### src/rtl/sat_pkg.sv
package sat_pkg;
    localparam int unsigned BUS_W  = 16;
    localparam int unsigned CNT_W  = 2 * BUS_W;
    localparam int unsigned ADDR_W = 6;

    typedef enum logic [ADDR_W-1:0] {
        A_CTRL  = 6'h00,
        A_FRQ_L = 6'h04,
        A_FRQ_H = 6'h08,
        A_LD_L  = 6'h0C,
        A_LD_H  = 6'h10,
        A_MT_L  = 6'h14,
        A_MT_H  = 6'h18,
        A_STAT  = 6'h1C,
        A_SN_L  = 6'h20,
        A_SN_H  = 6'h24
    } reg_addr_e;

    // first field is bit 7, last field is bit 0
    typedef struct packed {
        logic clr;
        logic force_irq;
        logic mask;
        logic snap;
        logic load;
        logic wrap;
        logic en;
        logic run_n;
    } ctrl_t;

    typedef struct packed {
        logic [CNT_W-1:0] freq;
        logic [CNT_W-1:0] ld;
        logic [CNT_W-1:0] match;
    } cfg_t;

    function automatic logic [CNT_W-1:0] next_count(input logic [CNT_W-1:0] cur,
                                                    input logic wrap);
        if (&cur) return wrap ? '0 : cur;
        return cur + 1'b1;
    endfunction
endpackage

### src/rtl/sat_prescaler.sv
module sat_prescaler
    import sat_pkg::*;
(
    input  logic             clk,
    input  logic             rst,
    input  logic             run,
    input  logic [CNT_W-1:0] freq,
    output logic             tick
);
    logic [CNT_W-1:0] div_q;
    logic             last;

    assign last = ({1'b0, div_q} + 1'b1) >= {1'b0, freq};
    assign tick = run & last;

    always_ff @(posedge clk) begin
        if (rst || !run)  div_q <= '0;
        else if (last)    div_q <= '0;
        else              div_q <= div_q + 1'b1;
    end
endmodule

### src/rtl/sat_core.sv
module sat_core
    import sat_pkg::*;
(
    input  logic             clk,
    input  logic             rst,
    input  ctrl_t            ctrl,
    input  cfg_t             cfg,
    input  logic             tick,
    output logic [CNT_W-1:0] cnt_q,
    output logic [CNT_W-1:0] snap_q,
    output logic             pend_q,
    output logic             alarm_set
);
    logic [CNT_W-1:0] nxt;

    assign nxt       = next_count(cnt_q, ctrl.wrap);
    assign alarm_set = ctrl.run_n && !ctrl.load && tick && (nxt == cfg.match);

    always_ff @(posedge clk) begin
        if (rst) begin
            cnt_q  <= '0;
            snap_q <= '0;
            pend_q <= 1'b0;
        end else begin
            if (!ctrl.run_n)    cnt_q <= '0;
            else if (ctrl.load) cnt_q <= cfg.ld;
            else if (tick)      cnt_q <= nxt;

            if (ctrl.snap) snap_q <= cnt_q;

            if (!ctrl.run_n)    pend_q <= 1'b0;
            else if (alarm_set) pend_q <= 1'b1;
            else if (ctrl.clr)  pend_q <= 1'b0;
        end
    end
endmodule

### src/rtl/sat_regs.sv
module sat_regs
    import sat_pkg::*;
(
    input  logic             clk,
    input  logic             rst,
    input  logic             wr_en,
    input  logic [ADDR_W-1:0] addr,
    input  logic [BUS_W-1:0] wdata,
    input  logic [CNT_W-1:0] snap,
    input  logic             pend,
    input  logic             irq,
    output ctrl_t            ctrl_q,
    output cfg_t             cfg_q,
    output logic [BUS_W-1:0] rdata
);
    localparam int unsigned CW = $bits(ctrl_t);

    ctrl_t ctrl_rd;
    wire   unused_hi = ^wdata[BUS_W-1:CW];

    always_ff @(posedge clk) begin
        if (rst) begin
            ctrl_q <= '0;
            cfg_q  <= '0;
        end else begin
            ctrl_q.load <= 1'b0;
            ctrl_q.snap <= 1'b0;
            ctrl_q.clr  <= 1'b0;
            if (wr_en) begin
                case (addr)
                    A_CTRL:  ctrl_q <= ctrl_t'(wdata[CW-1:0]);
                    A_FRQ_L: cfg_q.freq[BUS_W-1:0]      <= wdata;
                    A_FRQ_H: cfg_q.freq[CNT_W-1:BUS_W]  <= wdata;
                    A_LD_L:  cfg_q.ld[BUS_W-1:0]        <= wdata;
                    A_LD_H:  cfg_q.ld[CNT_W-1:BUS_W]    <= wdata;
                    A_MT_L:  cfg_q.match[BUS_W-1:0]     <= wdata;
                    A_MT_H:  cfg_q.match[CNT_W-1:BUS_W] <= wdata;
                    default: ;
                endcase
            end
        end
    end

    always_comb begin
        ctrl_rd     = ctrl_q;
        ctrl_rd.clr = 1'b0;
        case (addr)
            A_CTRL:  rdata = BUS_W'(ctrl_rd);
            A_FRQ_L: rdata = cfg_q.freq[BUS_W-1:0];
            A_FRQ_H: rdata = cfg_q.freq[CNT_W-1:BUS_W];
            A_LD_L:  rdata = cfg_q.ld[BUS_W-1:0];
            A_LD_H:  rdata = cfg_q.ld[CNT_W-1:BUS_W];
            A_MT_L:  rdata = cfg_q.match[BUS_W-1:0];
            A_MT_H:  rdata = cfg_q.match[CNT_W-1:BUS_W];
            A_STAT:  rdata = BUS_W'({irq, pend | ctrl_q.force_irq});
            A_SN_L:  rdata = snap[BUS_W-1:0];
            A_SN_H:  rdata = snap[CNT_W-1:BUS_W];
            default: rdata = '0;
        endcase
    end
endmodule

### src/rtl/sec_alarm_timer.sv
module sec_alarm_timer
    import sat_pkg::*;
(
    input  logic              clk,
    input  logic              rst,
    input  logic              bus_wr,
    input  logic [ADDR_W-1:0] bus_addr,
    input  logic [BUS_W-1:0]  bus_wdata,
    output logic [BUS_W-1:0]  bus_rdata,
    output logic              irq_o
);
    ctrl_t            ctrl_q;
    cfg_t             cfg_q;
    logic             tick;
    logic [CNT_W-1:0] cnt_q;
    logic [CNT_W-1:0] snap_q;
    logic             pend_q;
    logic             alarm_set;

    assign irq_o = (pend_q | ctrl_q.force_irq) & ~ctrl_q.mask;

    sat_regs u_regs (
        .clk    (clk),
        .rst    (rst),
        .wr_en  (bus_wr),
        .addr   (bus_addr),
        .wdata  (bus_wdata),
        .snap   (snap_q),
        .pend   (pend_q),
        .irq    (irq_o),
        .ctrl_q (ctrl_q),
        .cfg_q  (cfg_q),
        .rdata  (bus_rdata)
    );

    sat_prescaler u_div (
        .clk  (clk),
        .rst  (rst),
        .run  (ctrl_q.run_n & ctrl_q.en),
        .freq (cfg_q.freq),
        .tick (tick)
    );

    sat_core u_core (
        .clk       (clk),
        .rst       (rst),
        .ctrl      (ctrl_q),
        .cfg       (cfg_q),
        .tick      (tick),
        .cnt_q     (cnt_q),
        .snap_q    (snap_q),
        .pend_q    (pend_q),
        .alarm_set (alarm_set)
    );
endmodule

### config.mk
export PLATFORM = sky130hd
export DESIGN_NAME = sec_alarm_timer
export DESIGN_NICKNAME = d
export VERILOG_FILES = /design/src/rtl/sat_pkg.sv /design/src/rtl/sat_prescaler.sv /design/src/rtl/sat_core.sv /design/src/rtl/sat_regs.sv /design/src/rtl/sec_alarm_timer.sv
export SDC_FILE = /design/constraint.sdc
export NUM_CORES = 1
export LEC_CHECK = 0
export ABC_AREA = 0
export BUFFER_PORTS_ARGS = -buffer_cell sky130_fd_sc_hd__buf_2
export CORE_ASPECT_RATIO = 1.5
export CORE_MARGIN = 4
export CORE_UTILIZATION = 25
export DETAILED_ROUTE_END_ITERATION = 7
export GPL_ROUTABILITY_DRIVEN = 0
export PLACE_DENSITY = 0.5
export REMOVE_ABC_BUFFERS = 1
export SYNTH_ARGS = -nofsm -noshare
export SYNTH_HDL_FRONTEND = slang
export SYNTH_HIERARCHICAL = 1
export SYNTH_SLANG_ARGS = --single-unit
### constraint.sdc
create_clock -name clk -period 3.9 [get_ports clk]
set_input_delay 0.195 -clock clk [delete_from_list [all_inputs] [get_ports clk]]
set_output_delay 0.195 -clock clk [all_outputs]
set_load 0.01 [all_outputs]
; Word level (Yosys, flattened, before mapping)
; Index checks and enable logic that the tools add are counted.
[classes]
order_cmp = 1
n_reduce_logical = 20
n_eq_ne = 10
shifts = 0
div = 0
bitwise = 8
n_mul = 0
n_addsub = 3
muxes = 9
[op_table]
columns = operator, count
row1 = 32-bit two-way mux, 5
row2 = 16-bit one-hot mux with 10 select lines, 1
row3 = "32-bit by 1-bit adder with 32-bit output, second input constant", 2
row4 = "32-bit by 1-bit adder with 33-bit output, second input constant", 1
row5 = 33-bit by 32-bit >= comparator with 1-bit output, 1
row6 = 32-bit == test, 1
row7 = 32-bit AND reduction, 1
row8 = "6-bit by 5-bit == test with 1-bit output, second input constant", 4
row9 = 2-bit AND reduction, 7
row10 = "6-bit by 4-bit == test with 1-bit output, second input constant", 2
row11 = "6-bit == test, second input constant", 2
row12 = "6-bit by 3-bit == test with 1-bit output, second input constant", 1
row13 = 6-bit logical NOT, 1
row14 = 1-bit inverter, 4
row15 = 2-bit nonzero test, 2
row16 = 2-bit OR reduction, 2
row17 = 1-bit bitwise AND, 3
row18 = 1-bit logical AND, 3
row19 = 1-bit two-way mux, 3
row20 = 3-bit OR reduction, 1
row21 = 1-bit logical NOT, 2
row22 = 1-bit logical OR, 1
row23 = 1-bit bitwise OR, 1
[word_totals]
romBits = 0
latchBits = 0
regBits = 201
memories = 0
ram_bits = 0

; Logic depth before layout (Yosys ltp)
[depth]
word_depth = 6
mapped_depth = 19
depth_no_buf = 19

; By module
; The synthesis kept the hierarchy.
[modules_own_cells]
columns = mod, seq_area_each_um2, cells_each, n_inst, area_per_inst_um2
row1 = sat_regs, 2082.0, 480, 1, 4845.9
row2 = sat_core, 1301.2, 606, 1, 4505.6
row3 = sat_prescaler, 640.6, 268, 1, 2417.3
row4 = sec_alarm_timer, 0.0, 2, 1, 16.3

; Least setup slack after synthesis
; OpenSTA, ideal clock, no wires.
[synth_timing]
path_type = flip-flop to flip-flop
from = register u_div.div_q[0]
to = register u_core.cnt_q[27]
path_stages_with_launch = 19
required_time_ns = 3.835
path_slack_ns = -0.053
synth_period_minus_slack_ns = 3.953
path_buffers = 2
setup_ns = 0.065
arrival_time_ns = 3.888
path_cell_list = dfxtp_1 -> ha_1 -> and3_1 -> and4bb_1 -> and2_1 -> nand4_1 -> xnor2_1 -> ha_1 -> nand4_1 -> nor4_1 -> nand2_1 -> o2bb2ai_1 -> o31a_1 -> clkbuf_1 -> clkbuf_1 -> o21ai_0 -> a221oi_1 -> a21oi_1 -> nor2_1
[synth_between]
elab_chain_cells = 4
[synth_rtl]
columns = item, line
row1 = from (decl), sat_prescaler.sv:10  ; logic [CNT_W-1:0] div_q;
row2 = from (signal assigned), sat_prescaler.sv:19  ; else div_q <= div_q + 1'b1;
row3 = 32-bit by 1-bit adder with 33-bit output, sat_prescaler.sv:13  ; assign last = ({1'b0, div_q} + 1'b1) >= {1'b0, freq};
row4 = 33-bit by 32-bit >= comparator with 1-bit output, sat_prescaler.sv:13
row5 = 1-bit bitwise AND, sat_prescaler.sv:14  ; assign tick = run & last;
row6 = named net tick, sec_alarm_timer.sv:14  ; logic tick;
row7 = 2-bit nonzero test (no line), -
row8 = to (signal assigned), sat_core.sv:26  ; else if (ctrl.load) cnt_q <= cfg.ld;
row9 = to (signal assigned), sat_core.sv:27  ; else if (tick) cnt_q <= nxt;
row10 = to (decl), sat_core.sv:9  ; output logic [CNT_W-1:0] cnt_q,
; The timed path passes the listed nets, and every way through them passes these cells.
; A chain may end at the register's enable or synchronous reset.

; Final worst setup path
[layout_timing]
from = register u_div.div_q[0]
to = register u_core.pend_q
[layout_between]
elab_chain_cells = 6
elab_cells_between_ends = 7
cone_classes = 1 x add/sub / 1 x order compare / 1 x mux / 1 x bitwise / 3 x reduce/logical
[layout_rtl]
columns = item, line
row1 = 32-bit by 1-bit adder with 33-bit output (*), sat_prescaler.sv:13
row2 = 33-bit by 32-bit >= comparator with 1-bit output (*), sat_prescaler.sv:13
row3 = 1-bit bitwise AND (*), sat_prescaler.sv:14
row4 = named net tick, sec_alarm_timer.sv:14
row5 = 1-bit logical AND (*) (2 in series), sat_core.sv:17  ; assign alarm_set = ctrl.run_n && !ctrl.load && tick && (nxt == cfg.match);
row6 = named net alarm_set, sec_alarm_timer.sv:18  ; logic alarm_set;
row7 = 1-bit two-way mux / 2-bit nonzero test (equally long branches), -
row8 = to (signal assigned), sat_core.sv:31  ; if (!ctrl.run_n) pend_q <= 1'b0;
row9 = to (signal assigned), sat_core.sv:32  ; else if (alarm_set) pend_q <= 1'b1;
row10 = to (signal assigned), sat_core.sv:33  ; else if (ctrl.clr) pend_q <= 1'b0;
row11 = to (decl), sat_core.sv:11  ; output logic pend_q,
; Mark *: on every way through the listed nets, which the timed path passes. The rest lies on a longest branch.

==> impl_table.tex <==
\begin{tabular}{lr}
\hline
Metric & Value \\
\hline
\multicolumn{2}{l}{\textbf{Placement}} \\
\quad Placement-stage cell area & 0.01287 mm\^{}2 \\
\quad Buffers added on ports & 41 \\
\quad Total placed cells including tap cells & 1973 \\
\quad Hpwl dp & 33770 um \\
\multicolumn{2}{l}{\textbf{Run status}} \\
\quad Result of the run & complete, no violations \\
\multicolumn{2}{l}{\textbf{Timing}} \\
\quad Setup Total Neg Slack & 0 ns \\
\quad Post-route minimum period & 3.849 ns \\
\quad Number of setup violations in the final report & 0 \\
\quad Fmax & about 0.26 GHz \\
\quad Number of endpoints with negative hold slack in the final report & 0 \\
\quad Final count of pins violating max slew & 0 \\
\quad Tcrit/Tclk final & 0.9869 \\
\quad Setup repair after global routing missed its margin & true \\
\quad Transition time at the pin with the least slew margin & a little over 1 ns \\
\quad Worst hold slack & 0.02432 ns \\
\quad Slew HR & 0.3164 \\
\quad Setup clock skew after layout & 0.03054 ns \\
\multicolumn{2}{l}{\textbf{Pwr}} \\
\quad Largest vdd supply drop & 0.2359 mV \\
\quad Power per standard cell area & roughly 290 mW/mm\^{}2 \\
\quad Post-route total power & about 4100 uW \\
\quad Leakage dissipation & 0.005655 uW \\
\multicolumn{2}{l}{\textbf{Worst setup path}} \\
\quad Reg-to-reg critical path endpoint & u\_core/pend\_q \\
\quad Critical path's slowest cell & sky130\_fd\_sc\_hd\_\_nor4\_2 \\
\quad Capturing element type of the critical path & flip-flop \\
\quad Cells on worst reg2reg path & 19 \\
\quad CP arrival & 4.32 ns \\
\quad Cell breakdown of the critical path & ha\_2 -> and3\_1 -> and4bb\_2 -> and2\_4 -> buf\_4 -> xor2\_1 -> ha\_1 -> nand4\_1 -> nor4\_2 -> buf\_4 -> a311o\_1 -> o31a\_4 -> nand2\_4 -> nor3\_4 -> o31ai\_2 -> nor3\_1 -> nand3\_1 -> nor4\_2 -> o21ba\_1 \\
\quad Critical-path maximum fanout & 6 \\
\quad Startpoint type of the worst setup path & flip-flop \\
\quad CP required & roughly 4.4 ns \\
\quad Worst setup path end & u\_core/pend\_q \\
\quad R2R Setup Slk & 0.05 ns \\
\quad Delay of the slowest cell on the worst path & 0.33 ns \\
\quad Crit. Startpoint & u\_div/div\_q[0] \\
\quad Reg-to-Reg Start & u\_div/div\_q[0] \\
\quad Crit Path Category & flip-flop to flip-flop \\
\multicolumn{2}{l}{\textbf{Route}} \\
\quad Total number of vias & 10.54k \\
\quad Post-detailed-route via-to-cell ratio & 5.221 \\
\quad Number of DRC violations after detailed-routing iteration 0 & 777 \\
\quad Post-Route WL & 44070 um \\
\quad Residual DRC count & 0 \\
\quad ANT nets after route & 0 \\
\quad Average detailed-routed wire length per instance & around 22 um \\
\quad Number of iterations in the first detailed-routing pass & 5 \\
\multicolumn{2}{l}{\textbf{Synthesis}} \\
\quad Ys Warns & 6 \\
\quad Prevailing post-synth register cell & sky130\_fd\_sc\_hd\_\_dfxtp\_1 \\
\quad Distinct cell type count after synthesis & 77 \\
\quad Share of the yosys chip area belonging to registers & 0.3414 \\
\quad Instance count of the mapped netlist & between 1k and 1.5k \\
\quad Number of enable-type register cells in the synthesized netlist & 0 \\
\quad Synthesized cell area & 0.01179 mm\^{}2 \\
\quad Flops \& latches, synth & 201 \\
\quad Post-Syn Area per Cell & 8.691 um\^{}2 \\
\quad Proportion of register bits with asynchronous set or reset after synthesis & 0 \\
\multicolumn{2}{l}{\textbf{Floorplan}} \\
\quad Starting density of the core & 0.2522 \\
\quad Die Span X & between 150 and 200 um \\
\quad IO Pins & 42 \\
\quad Placeable Area & between 0.04 and 0.05 mm\^{}2 \\
\quad Die Outline Area & around 0.051 mm\^{}2 \\
\quad Die span in y & 273.9 um \\
\quad Row Count & 97 \\
\multicolumn{2}{l}{\textbf{Global routing}} \\
\quad Vias in the first global route & around 11k \\
\quad Maximum number of pins on one net before global-route repair & 82 \\
\quad Antenna violations before repair & 0 \\
\quad Remaining Overflow, GRT & 0 \\
\quad Global-route usage over all layers & 0.1675 \\
\quad Global-route wire length before repair & $\sim$65000 um \\
\multicolumn{2}{l}{\textbf{Flow run}} \\
\quad Number of max-cap violations & 0 \\
\multicolumn{2}{l}{\textbf{Cells and area}} \\
\quad \# nets final & approximately 1.5k \\
\quad Count of placed standard cells in the final layout, fillers left out & 2018 \\
\quad Proportion of layout cells with a drive suffix above 1 & 0.1926 \\
\quad Fill cell instance count of the final layout & around 5k \\
\quad Area of all placed cells without fillers & 0.01384 mm\^{}2 \\
\quad Synth-to-layout area growth & 17.40\% \\
\multicolumn{2}{l}{\textbf{Clocking}} \\
\quad Clock tree root buffer cell & sky130\_fd\_sc\_hd\_\_clkbuf\_16 \\
\quad Clock buffer depth & 3 \\
\quad CTS tree & yes \\
\quad TritonCTS Buffers & 20 \\
\quad Insertion delay to the later sink of the worst-skew pair & 0.52 ns \\
\quad Post-CTS Hold Buffers & 0 \\
\quad Clock edge transition at the registers on the reported setup and hold paths & 0.08 ns \\
\quad Sinks on the clock net & 201 \\
\quad Number of levels the H-tree was split into & 1 \\
\multicolumn{2}{l}{\textbf{Hold path}} \\
\quad Classification of the worst-slack hold path & primary input to flip-flop \\
\hline
\end{tabular}
-- logic make-up (layout without fill, tap and decap cells) --
group | count (synthesis) | count (layout) | share of synthesized area
fa+ha+maj | 34 | 34 | 0.03610
mux | 192 | 192 | 0.1689
buf+inv | 142 | 209 | 0.05340
xor+xnor | 63 | 63 | 0.04682
simple gates | 503 | 503 | 0.2305
other cells | 0 | 1 | 0
compound gates | 221 | 221 | 0.1228
flops | 201 | 201 | 0.3414
-- synth_stat cells, types with 12 or more instances --
| cell | n | area share |
|---|---|---|
| sky130_fd_sc_hd__nor2_1 | 209 | 0.067 |
| sky130_fd_sc_hd__xor2_1 | 13 | 0.0097 |
| sky130_fd_sc_hd__xnor2_1 | 50 | 0.037 |
| sky130_fd_sc_hd__mux2i_1 | 182 | 0.15 |
| sky130_fd_sc_hd__a211oi_1 | 13 | 0.0083 |
| sky130_fd_sc_hd__buf_2 | 27 | 0.011 |
| sky130_fd_sc_hd__nor3_1 | 24 | 0.010 |
| sky130_fd_sc_hd__dfxtp_1 | 201 | 0.34 |
| sky130_fd_sc_hd__inv_1 | 50 | 0.016 |
| sky130_fd_sc_hd__and4_1 | 12 | 0.0089 |
| sky130_fd_sc_hd__clkbuf_1 | 49 | 0.016 |
| sky130_fd_sc_hd__a21oi_1 | 71 | 0.030 |
| sky130_fd_sc_hd__ha_1 | 34 | 0.036 |
| sky130_fd_sc_hd__nor2b_2 | 18 | 0.013 |
| sky130_fd_sc_hd__o22ai_1 | 17 | 0.0090 |
| sky130_fd_sc_hd__o21ai_0 | 39 | 0.017 |
| sky130_fd_sc_hd__nand2_1 | 62 | 0.020 |
| sky130_fd_sc_hd__nor4_1 | 14 | 0.0074 |
| sky130_fd_sc_hd__nand4_1 | 34 | 0.018 |
| sky130_fd_sc_hd__nand3_1 | 35 | 0.015 |
-- report_power, final --
part | internal (uW) | switching [uW]
sequential | 2060 | 6.33
combinational | 49.8 | 115
clock | 1020 | 834
total | 3120 | 955
-- routing by layer --
metal / share of wire / global-route usage
met3: 0.036 / 0.01447
met2: 0.53 / 0.3162
met4: 0.087 / 0.1208
met5: 0 / 0
met1: 0.35 / 0.1682
-- worst max-delay path: cells and delay by family, from the launching register on --
kind	cells	cell delay [ns]
AND/OR/NAND/NOR	10	1.86
buffers and inverters	2	0.31
adder cells (fa/ha/maj)	2	0.50
flip-flops	1	0.32
AO/OA/AOI/OAI	4	0.69
XOR/XNOR	1	0.15
-- metrics by stage --
stage,util,setup slack [ns]
floorplan,-,-0.6983
global placement,0.2754,-0.05992
detailed placement,0.2754,-0.1980
CTS,0.2895,-0.01227
global route,0.2961,-0.1370
finish,0.2961,0.05100
-- area by class of cell --
class	count	area, um^2	share of cell area
diodes	1	2.502	0.0001809
clock buffers	26	564.3	0.04078
clock inverters	6	35.03	0.002532
inverters	50	187.7	0.01356
multi-input cells	1013	7362	0.5321
flip-flops and latches	201	4038	0.2918
well taps	594	743.2	0.05372
repair buffers	127	903.4	0.06529
-- registers in the layout, indices dropped and copies added (netlist names) --
| name | flops |
|---|---|
| u_core/snap_q | 32 |
| u_regs/cfg_q | 96 |
| u_core/pend_q | 1 |
| u_div/div_q | 32 |
| u_regs/ctrl_q | 8 |
| u_core/cnt_q | 32 |
-- placed cells by master, fill, tap and decap left out, types with 6 or more instances in the layout --
cell type                   synthesis  final
sky130_fd_sc_hd__nor2_1           209    207
sky130_fd_sc_hd__dfxtp_1          201    190
sky130_fd_sc_hd__mux2i_1          182    182
sky130_fd_sc_hd__buf_4              5     82
sky130_fd_sc_hd__a21oi_1           71     66
sky130_fd_sc_hd__nand2_1           62     59
sky130_fd_sc_hd__inv_1             50     50
sky130_fd_sc_hd__xnor2_1           50     45
sky130_fd_sc_hd__buf_2             27     40
sky130_fd_sc_hd__o21ai_0           39     38
sky130_fd_sc_hd__nand4_1           34     34
sky130_fd_sc_hd__ha_1              34     32
sky130_fd_sc_hd__nand3_1           35     30
sky130_fd_sc_hd__nor3_1            24     23
sky130_fd_sc_hd__clkbuf_16          0     22
sky130_fd_sc_hd__nor2b_2           18     19
sky130_fd_sc_hd__o22ai_1           17     17
sky130_fd_sc_hd__xor2_1            13     13
sky130_fd_sc_hd__nand3_2            8     12
sky130_fd_sc_hd__nor4_1            14     12
sky130_fd_sc_hd__dfxtp_2            0     11
sky130_fd_sc_hd__and4_1            12     10
sky130_fd_sc_hd__or3_1             10     10
sky130_fd_sc_hd__and3_1            10     10
sky130_fd_sc_hd__nor2b_4           10     10
sky130_fd_sc_hd__a221o_1           10     10
sky130_fd_sc_hd__a211oi_1          13      9
sky130_fd_sc_hd__nor2b_1            9      8
sky130_fd_sc_hd__nand2b_1           7      7
sky130_fd_sc_hd__o2bb2ai_1          7      6
sky130_fd_sc_hd__a22oi_1            8      6
sky130_fd_sc_hd__nor3b_1            6      6
-- worst min path at each step --
stage	from	endpoint	slack (ns)	depth (start not counted)
after global placement	u_core/snap_q[6]	u_core/snap_q[6]	0.48	2
final	bus_wdata[4]	u_regs/ctrl_q[4]	0.02	2
after detailed placement	u_core/snap_q[9]	u_core/snap_q[9]	0.48	2
after global routing	bus_wdata[4]	u_regs/ctrl_q[4]	0.03	2
after floorplan	rst	u_core/snap_q[0]	0.27	1
after CTS	bus_wdata[15]	u_regs/cfg_q[95]	0.003	3
-- timing repair --
action,4_1_cts,5_1_grt
endpoints found under the hold margin,0,0
setup endpoints to repair,14,33
gates cloned,0,1
setup buffers,1,11
gates resized for setup,13,53
pin swaps,4,36
Note: power is estimated with default switching activity, not from simulation.
